`config.mk`:
```
export PLATFORM = sky130hd
export DESIGN_NAME = csr_unit
export DESIGN_NICKNAME = d
export VERILOG_FILES = /design/src/rtl/csr_unit_pkg.sv /design/src/rtl/csr_addr_decode.sv /design/src/rtl/csr_rmw_alu.sv /design/src/rtl/csr_unit.sv
export SDC_FILE = /design/constraint.sdc
export NUM_CORES = 1
export LEC_CHECK = 0
export BUFFER_PORTS_ARGS = -buffer_cell sky130_fd_sc_hd__buf_4
export CORE_MARGIN = 3
export CORE_UTILIZATION = 35
export DETAILED_ROUTE_END_ITERATION = 7
export PLACE_DENSITY = 0.62
export SYNTH_ARGS = -nofsm -noshare
export SYNTH_HDL_FRONTEND = slang
export SYNTH_SLANG_ARGS = --single-unit
```
`constraint.sdc`:
```
create_clock -name clk -period 4.45 [get_ports clk]
set_input_delay 0.2225 -clock clk [delete_from_list [all_inputs] [get_ports clk]]
set_output_delay 0.2225 -clock clk [all_outputs]
set_load 0.05 [all_outputs]
```
`src/rtl/csr_unit_pkg.sv`:
```
// Package: shared constants, operation codes and the address map for the
// machine-mode register unit. Assumes 12-bit register addresses.
package csr_unit_pkg;

    localparam int CSR_ADDR_W = 12;
    localparam int CSR_COUNT  = 5;

    // Operation codes: bit 2 selects immediate, bits 1:0 select the action
    typedef enum logic [2:0] {
        OP_NONE   = 3'b000,
        OP_WR     = 3'b001,
        OP_SET    = 3'b010,
        OP_CLR    = 3'b011,
        OP_NONE_I = 3'b100,
        OP_WR_I   = 3'b101,
        OP_SET_I  = 3'b110,
        OP_CLR_I  = 3'b111
    } csr_op_e;

    // Storage slot indices
    localparam int IDX_IRQ_EN  = 0;
    localparam int IDX_TVEC    = 1;
    localparam int IDX_SCRATCH = 2;
    localparam int IDX_EPC     = 3;
    localparam int IDX_CAUSE   = 4;

    // Address of each storage slot
    function automatic logic [CSR_ADDR_W-1:0] slot_addr(input int idx);
        case (idx)
            IDX_IRQ_EN:  return 12'h304;
            IDX_TVEC:    return 12'h305;
            IDX_SCRATCH: return 12'h340;
            IDX_EPC:     return 12'h341;
            IDX_CAUSE:   return 12'h342;
            default:     return 12'h000;
        endcase
    endfunction

endpackage

```
`src/rtl/csr_addr_decode.sv`:
```
// Module: address decoder. Turns a register address into a one-hot slot
// select plus a hit flag. Assumes the map in csr_unit_pkg has distinct entries.
module csr_addr_decode
    import csr_unit_pkg::*;
#(
    parameter int ADDR_W = CSR_ADDR_W,
    parameter int SLOTS  = CSR_COUNT
) (
    input  logic [ADDR_W-1:0] addr,
    output logic [SLOTS-1:0]  sel,
    output logic              hit
);

    // One comparator per slot
    for (genvar gi = 0; gi < SLOTS; gi++) begin : g_cmp
        assign sel[gi] = (addr == ADDR_W'(slot_addr(gi)));
    end

    assign hit = |sel;

    // At most one slot may match any address
    always_comb begin
        assert_sel_onehot_R7: assert ($onehot0(sel));
    end

endmodule

```
`src/rtl/csr_rmw_alu.sv`:
```
// Module: read-modify-write datapath. Picks the operand, applies the
// write/set/clear action to the old value and flags codes that modify.
// Assumes op is a csr_op_e value; pure combinational.
module csr_rmw_alu
    import csr_unit_pkg::*;
#(
    parameter int DATA_W = 32
) (
    input  csr_op_e           op,
    input  logic [DATA_W-1:0] old_val,
    input  logic [DATA_W-1:0] rs1_val,
    input  logic [DATA_W-1:0] imm_val,
    output logic [DATA_W-1:0] new_val,
    output logic              modifies
);

    logic [DATA_W-1:0] operand;

    // Operand source selected by the immediate bit of the code
    assign operand = op[2] ? imm_val : rs1_val;

    // Action selected by the low two bits of the code
    always_comb begin
        modifies = 1'b1;
        case (op[1:0])
            2'b01:   new_val = operand;
            2'b10:   new_val = old_val | operand;
            2'b11:   new_val = old_val & ~operand;
            default: begin
                new_val  = old_val;
                modifies = 1'b0;
            end
        endcase
    end

endmodule

```
`src/rtl/csr_unit.sv`:
```
// Module: machine-mode control/status register unit. Five registers with a
// combinational read port, a strobed read-modify-write port and a trap
// capture path into the exception PC and cause slots. Trap wins over a
// write for those two slots. Assumes single-cycle strobes from the core.
module csr_unit
    import csr_unit_pkg::*;
#(
    parameter int DATA_W = 32,
    parameter int ADDR_W = CSR_ADDR_W
) (
    input  logic              clk,
    input  logic              rst_n,
    input  logic              wr_en,
    input  logic [2:0]        op,
    input  logic [ADDR_W-1:0] csr_addr,
    input  logic [DATA_W-1:0] rs1_val,
    input  logic [DATA_W-1:0] imm_val,
    input  logic              trap_req,
    input  logic [DATA_W-1:0] trap_pc,
    input  logic [DATA_W-1:0] trap_cause,
    output logic [DATA_W-1:0] rd_data,
    output logic [DATA_W-1:0] irq_en_o,
    output logic [DATA_W-1:0] epc_o,
    output logic [DATA_W-1:0] tvec_o
);

    localparam int SLOTS = CSR_COUNT;

    logic [DATA_W-1:0] csr_q [SLOTS];
    logic [SLOTS-1:0]  sel;
    logic              hit;
    logic [DATA_W-1:0] new_val;
    logic              modifies;
    logic              commit;

    csr_addr_decode #(.ADDR_W(ADDR_W), .SLOTS(SLOTS)) u_dec (
        .addr (csr_addr),
        .sel  (sel),
        .hit  (hit)
    );

    // Read mux: OR of the selected slot, zero when nothing matches
    always_comb begin
        rd_data = '0;
        for (int i = 0; i < SLOTS; i++) begin
            if (sel[i]) rd_data = rd_data | csr_q[i];
        end
    end

    csr_rmw_alu #(.DATA_W(DATA_W)) u_alu (
        .op       (csr_op_e'(op)),
        .old_val  (rd_data),
        .rs1_val  (rs1_val),
        .imm_val  (imm_val),
        .new_val  (new_val),
        .modifies (modifies)
    );

    assign commit = wr_en & modifies & hit;

    // One storage slot per register; trap targets get the capture path
    for (genvar gi = 0; gi < SLOTS; gi++) begin : g_slot
        if (gi == IDX_EPC || gi == IDX_CAUSE) begin : g_trap_dst
            logic [DATA_W-1:0] cap_val;
            assign cap_val = (gi == IDX_EPC) ? trap_pc : trap_cause;
            // Trap capture first, otherwise normal write
            always_ff @(posedge clk) begin
                if (!rst_n)                  csr_q[gi] <= '0;
                else if (trap_req)           csr_q[gi] <= cap_val;
                else if (commit && sel[gi])  csr_q[gi] <= new_val;
            end
        end else begin : g_plain
            // Normal write only
            always_ff @(posedge clk) begin
                if (!rst_n)                  csr_q[gi] <= '0;
                else if (commit && sel[gi])  csr_q[gi] <= new_val;
            end
        end
    end

    assign irq_en_o = csr_q[IDX_IRQ_EN];
    assign epc_o    = csr_q[IDX_EPC];
    assign tvec_o   = csr_q[IDX_TVEC];

    // Registers are zero on the first cycle after reset
    assert_reset_clear_R1: assert property (@(posedge clk) disable iff (!rst_n)
        $rose(rst_n) |-> (irq_en_o == '0 && epc_o == '0 && tvec_o == '0 &&
                          csr_q[IDX_SCRATCH] == '0 && csr_q[IDX_CAUSE] == '0));

    // No strobe, no change
    assert_hold_R5: assert property (@(posedge clk) disable iff (!rst_n)
        (!wr_en && !trap_req) |=> ($stable(irq_en_o) && $stable(epc_o) &&
                                   $stable(tvec_o)));

    // No-op codes never change state
    assert_nop_code_R6: assert property (@(posedge clk) disable iff (!rst_n)
        (wr_en && !trap_req && (op == 3'b000 || op == 3'b100)) |=>
            ($stable(irq_en_o) && $stable(epc_o) && $stable(tvec_o)));

    // Trap captures PC and cause on the same edge
    assert_trap_capture_R8: assert property (@(posedge clk) disable iff (!rst_n)
        trap_req |=> (epc_o == $past(trap_pc) &&
                      csr_q[IDX_CAUSE] == $past(trap_cause)));

    // Simultaneous write to the cause slot is dropped in favour of the trap
    assert_trap_priority_R9: assert property (@(posedge clk) disable iff (!rst_n)
        (trap_req && wr_en && csr_addr == 12'h342) |=>
            (csr_q[IDX_CAUSE] == $past(trap_cause)));

endmodule

```
==> results of run 1 <==
[worst paths after layout]
| path | end | depth (start not counted) |
|---|---|---|
| worst max-delay path | csr_q[2][12]$_SDFFCE_PN0P_ | 7 |
| worst min-delay path | csr_q[3][31]$_DFFE_PP_ | 3 |
| worst max register to register | csr_q[4][27]$_SDFFCE_PN0P_ | 5 |
| worst min register to register | csr_q[1][3]$_SDFFCE_PN0P_ | 3 |
[cell type report]
class	count	area [um2]
timing repair buffer	297	2230
fill	2280	12600
multi-input combinational	602	3780
clock buffer	17	425
inverter	2	7.51
clock inverter	14	214
sequential	160	4800
tap	324	405
[placed cells by master (no fill, tap or decap), types with 4 or more instances in the layout]
cell       netlist  layout
a21oi_1         42      42
clkbuf_16        0      17
mux2i_1         50      50
o211ai_1        20      20
o21ai_1         10       9
nor2_1         142     141
xnor2_1          5       5
or2_2            4       4
nand2_1         82      76
o22ai_1         17      17
nand4_1         15      15
o32ai_1          8       8
nand2_2          0       6
o2111ai_1       10      10
buf_4            3     297
o21ai_0         56      56
edfxtp_1       160     160
and2_1           6       5
nand3_1          7       6
nor3b_1          6       6
a211oi_1         5       5
o221ai_1        10      10
nor3_1           7       5
a22oi_1         32      32
mux2_2          43      43
bufinv_16        0       5
o2bb2ai_1        4       4
[cells by family after synthesis]
group,share of synthesized area
compound gates,0.160
xor+xnor,0.00499
mux,0.112
flops,0.547
simple gates,0.142
buf+inv,0.0336
[critical path, delay by kind of cell]
| family | cells | cell delay [ps] |
|---|---|---|
| AND/OR/NAND/NOR | 4 | 1860 |
| buffers and inverters | 3 | 910 |
[power groups by stage]
stage	Clock (W)	Combinational (W)	Sequential, W
after floorplan	0	0.000252	0.00202
after global placement	0	0.000740	0.00184
after detailed placement	0	0.000745	0.00184
after CTS	0.00163	0.000747	0.00181
after global routing	0.00169	0.000793	0.00182
final	0.00163	0.000746	0.00181
[metal layers]
metal / track usage / wire [um] / up-vias
met1: 0.321 / 13700 / 3846
met3: 0.0489 / 3250 / 55
met4: 0.0740 / 723 / 0
met2: 0.390 / 15500 / 464
met5: 0 / 0 / -
li1: - / - / 3654
[per-stage QoR]
step | area (um2) | utilization | hold WS [ps] | setup WS [ps]
global route | 11900 | 0.485 | 61.1 | 1570
detailed placement | 11200 | 0.459 | 502 | 1350
global placement | 11200 | 0.459 | 498 | 1480
CTS | 11900 | 0.485 | 53.1 | 1790
finish | 11900 | 0.485 | 61.5 | 1720
floorplan | 8780 | - | 408 | 249
==> reports/qor.csv, run 1 <==
stage,metric,value,unit
worst_setup_path,critPathKind,in -> reg,
worst_setup_path,cp-startpoint,csr_addr[11],
synth,synthDistinctLibCells,45,
worst_setup_path,cpMaxStageDelayCell,nand3b_1,
cts,clkSinkCount,160,
floorplan,die_w,164,um
pwr,peakVddDrop,0.221,mV
pwr,powerDensity,352,nW/um2
layout,nets,1227,
route,num_vias,8019,
cts,ctsHoldBuffers,0,
synth,syn_area_per_cell,10.6,um2
cts,cts.clk_slew.worst_paths,70,ps
cts,clk_latency,430,ps
cts,clock-root-buffer,clkbuf_16,
floorplan,ios,275,
synth,yosysMostFrequentCell,edfxtp_1,
sta,tns,0,ps
synth,syn-num-nets,977,
sta,finalSetupViolations,0,
worst_setup_path,cp.required,4740,ps
cts,cts_made_buffers,17,
route,first_pass_iters,5,
sta,fmax,0.367,GHz
synth,yosysTopAreaCell,edfxtp_1,
hold_path,worst_hold_path_type,in -> reg,
layout,drive_gt1_frac,0.360,
global_route,grt_antenna_before_repair,0,
run,drv_cap,0,
worst_setup_path,crit_top_cell,buf_4,
pwr,switching_share,0.279,
layout,area_delta_synth_final,35.1,%
pwr,switching_power,0.00117,W
cts,cts_buffer_depth,2,
synth,ys_warn_count,0,
layout,top_register,csr_q,
worst_setup_path,reg2reg_from,csr_q[2][27]$_SDFFCE_PN0P_,
cts,cts_setup_buffers,0,
worst_setup_path,crit_fanout,23,
worst_setup_path,worstSetupEndpointType,register,
global_route,gr-total-overflow,0,
pwr,seqPwrFrac,0.432,
worst_setup_path,worstPathCellList,buf_4 > nor4bb_4 > buf_4 > nand3_2 > nand3b_1 > buf_4 > nor2_1,
cts,tritoncts,done,
layout,largest_register_ff_count,160,
global_route,grt_max_degree,46,
synth,synth_ff_type,edfxtp_1,
synth,synth_area_leaders,"edfxtp_1 55%, nor2_1 6.1%, mux2i_1 5.7%",
status,status,completed,
hold_path,worstHoldStart,trap_pc[31],
synth,syn_area,8780,um2
global_route,track_usage,0.239,
route,drt_iter0_markers,753,
floorplan,rows,57,
pwr,cellLeakagePower,4.60,nW
synth,synthCells,830,
route,wirelength,33100,um
pwr,clkPwrFrac,0.389,
layout,top_regs,csr_q (160),
layout,antennaDiodeCount,0,
floorplan,die_y,164,um
worst_setup_path,crit_path_max_incr_delay,1050,ps
cts,htreeDepth,4,
route,avgViaCountPerCell,5.66,
global_route,grt_first_pass_wirelength,47800,um
placement,io_buffer_count,274,
worst_setup_path,r2r_setup_slack,2390,ps
sta,slew_headroom,0.205,
sta,rsz0062_at_grt,no,
route,ant_nets,0,
global_route,grt_pass1_vias,7985,
synth,yosys-top-cells-count,"160 x edfxtp_1, 142 x nor2_1, 82 x nand2_1",
sta,hold_violations,0,
placement,dp_hpwl,22300,um
pwr,p_total,0.00418,W
floorplan,start_util,0.359,
placement,gp_congestion,0.813,
floorplan,die_area,27000,um2
sta,min_period,2730,ps
synth,ys_async_sr_fraction,0,
pwr,p_comb_frac,0.178,
cts,ctsResizeCount,0,
synth,synth_top_area_frac,0.547,
floorplan,core,24500,um2
sta,worstMarginPinSlew,1190,ps
placement,dp.cells,1385,
sta,clock_skew,7.95,ps
synth,yosys_register_bits,160,
synth,ys_seq_area_frac,0.547,
worst_setup_path,crit_path_start_kind,input port,
sta,fin_crit_sh,0.613,
sta,finalMaxSlewViolations,0,
worst_setup_path,cp.arrival,3010,ps
pwr,p_int,0.00301,W
route,drc_errors,0,
layout,finalNonFillerCells,1416,
synth,synth_edf_count,160,
route,wire_per_inst,23.4,um
(Power assumes the default switching activity.)
==> run 2: changes to the inputs <==
PLACE_DENSITY = 0.59   (was 0.62)
clock period = 2.7 ns   (was 4.45 ns; I/O delays follow)
==> reports/qor.csv, run 2 (synthesis gave the netlist of run 1 again) <==
stage,metric,value,unit
run,drv_cap,0,
layout,top_register,csr_q,
sta,finalMaxSlewViolations,0,
worst_setup_path,cp.required,2570,ps
layout,top_regs,csr_q (160),
pwr,switching_power,0.00193,W
layout,layout_commonest_cell,buf_4,
cts,cts_made_buffers,17,
worst_setup_path,cpLargestDelayFamily,buffers and inverters,
sta,slew_headroom,0.261,
placement,gp_congestion,0.847,
pwr,seqPwrFrac,0.439,
placement,io_buffer_count,274,
sta,worstMarginPinSlew,1110,ps
route,drc_errors,0,
cts,cts_setup_buffers,0,
global_route,gr-total-overflow,0,
route,num_vias,8370,
hold_path,worst_hold_path_type,in -> reg,
worst_setup_path,crit_path_max_incr_delay,370,ps
global_route,grt_pass1_vias,8535,
sta,setup_slack,496,ps
route,wire_per_inst,22.9,um
sta,fmax,0.454,GHz
route,drt_iter0_markers,726,
pwr,cellLeakagePower,4.95,nW
cts,clock-root-buffer,clkbuf_16,
layout,area_delta_synth_final,43.5,%
placement,pre_cts_ws,350,ps
global_route,top_usage_layer,met2,
worst_setup_path,reg2reg_from,csr_q[3][22]$_DFFE_PP_,
sta,hold_slack,24.8,ps
layout,mostFrequentLayoutCells,"328 x buf_4, 160 x edfxtp_1, 141 x nor2_1",
layout,antennaDiodeCount,0,
cts,clk_latency,420,ps
pwr,p_comb_frac,0.197,
sta,min_period,2200,ps
route,wirelength,34200,um
sta,finalSetupViolations,0,
worst_setup_path,reg2reg_depth,5,
global_route,use_met1,0.316,
cts,tritoncts,done,
worst_setup_path,timing.rr.end,csr_q[4][22]$_SDFFCE_PN0P_,
worst_setup_path,critPathBufInv,4,
floorplan,die_area,27000,um2
floorplan,ios,275,
worst_setup_path,worstPathCellList,buf_4 > nor4b_4 > buf_4 > buf_4 > a22oi_1 > o32a_1 > nor2_1 > buf_4,
global_route,grt_antenna_before_repair,0,
pwr,powerDensity,538,nW/um2
pwr,switching_share,0.284,
hold_path,worstHoldStart,trap_cause[18],
global_route,met2_usage,0.421,
cts,ctsResizeCount,0,
floorplan,die_w,164,um
cts,htreeDepth,4,
worst_setup_path,critPathKind,in -> out,
floorplan,core,24500,um2
worst_setup_path,r2r_setup_slack,640,ps
hold_path,min_path_cells,3,
pwr,p_total,0.00678,W
cts,clkSinkCount,160,
worst_setup_path,cp.arrival,2070,ps
global_route,track_usage,0.249,
worst_setup_path,crit_fanout,27,
sta,rsz0062_at_grt,no,
layout,nets,1305,
sta,clock_skew,6.45,ps
layout,drive_gt1_frac,0.368,
route,avgViaCountPerCell,5.60,
worst_setup_path,worstSetupEndpointType,primary output,
cts,cts.clk_slew.worst_paths,70,ps
sta,hold_violations,0,
global_route,grt_max_degree,38,
global_route,grt_first_pass_wirelength,50000,um
cts,cts_buffer_depth,2,
status,status,completed,
floorplan,start_util,0.359,
layout,largest_register_ff_count,160,
worst_setup_path,cpMaxStageDelayCell,buf_4,
route,ant_nets,0,
worst_setup_path,crit_top_cell,buf_4,
cts,ctsHoldBuffers,40,
hold_path,whs_endpoint,csr_q[4][18]$_SDFFCE_PN0P_,
floorplan,die_y,164,um
sta,fin_crit_sh,0.816,
route,first_pass_iters,7,
pwr,p_int,0.00485,W
pwr,clkPwrFrac,0.365,
floorplan,rows,57,
placement,dp_hpwl,24200,um
global_route,use_met3,0.0559,
pwr,peakVddDrop,0.296,mV
worst_setup_path,crit_path_start_kind,input port,
[run 2: cell types whose count changed in the layout (fill, tap and decap cells not counted)]
cell	delta
buf_12	+7
buf_4	+31
bufinv_16	-2
clkbuf_1	+1
clkinv_1	+2
clkinv_2	-1
clkinv_4	-1
clkinvlp_4	+1
dlygate4sd3_1	+40
inv_6	+1
o22ai_1	-2
o22ai_2	+2
[run 2: worst max-delay path by stage]
stage                  from                   endpoint  cells past startpoint
2_1_floorplan   csr_addr[5]     csr_q[3][25]$_DFFE_PP_                      6
3_3_place_gp   csr_addr[11]  csr_q[4][6]$_SDFFCE_PN0P_                      6
3_5_place_dp   csr_addr[11]  csr_q[4][7]$_SDFFCE_PN0P_                      6
4_1_cts         csr_addr[0]                rd_data[20]                      8
5_1_grt         csr_addr[0]                rd_data[20]                      8
6_report        csr_addr[0]                rd_data[20]                      8
[run 2: worst register-to-register path: stages, from the launching register on]
cell	delay, ps
edfxtp_1	450
mux2_2	300
a22oi_1	210
o22ai_1	140
o21ai_0	530
o21ai_0	170
[run 2: stage by stage]
stage	setup TNS (ps)	util	cells	instance area [um2]
2_1_floorplan	-3970	-	830	8810
3_3_place_gp	0	0.475	1423	11600
3_5_place_dp	0	0.475	1423	11600
4_1_cts	0	0.515	1495	12600
5_1_grt	0	0.515	1495	12600
6_report	0	0.515	1495	12600
[run 2: final cells by class]
class	instances	area, um2
Clock buffer	18	429
Clock inverter	14	164
Tap cell	324	405
Timing Repair Buffer	375	3000
Fill cell	2190	11900
Multi-Input combinational cell	602	3790
Inverter	2	7.51
Sequential cell	160	4800
[run 2: power groups by stage]
stage | Clock (W) | Combinational [W] | Sequential (W)
CTS | 0.00250 | 0.00133 | 0.00297
global route | 0.00259 | 0.00141 | 0.00299
floorplan | 0 | 0.000417 | 0.00332
detailed placement | 0 | 0.00128 | 0.00303
finish | 0.00247 | 0.00133 | 0.00297
global placement | 0 | 0.00127 | 0.00303
[run 2: metal layers]
| layer | vias to the layer above | share of wire |
|---|---|---|
| li1 | 3803 | - |
| met1 | 4042 | 0.40 |
| met2 | 469 | 0.49 |
| met3 | 56 | 0.090 |
| met4 | 0 | 0.024 |
| met5 | - | 0 |
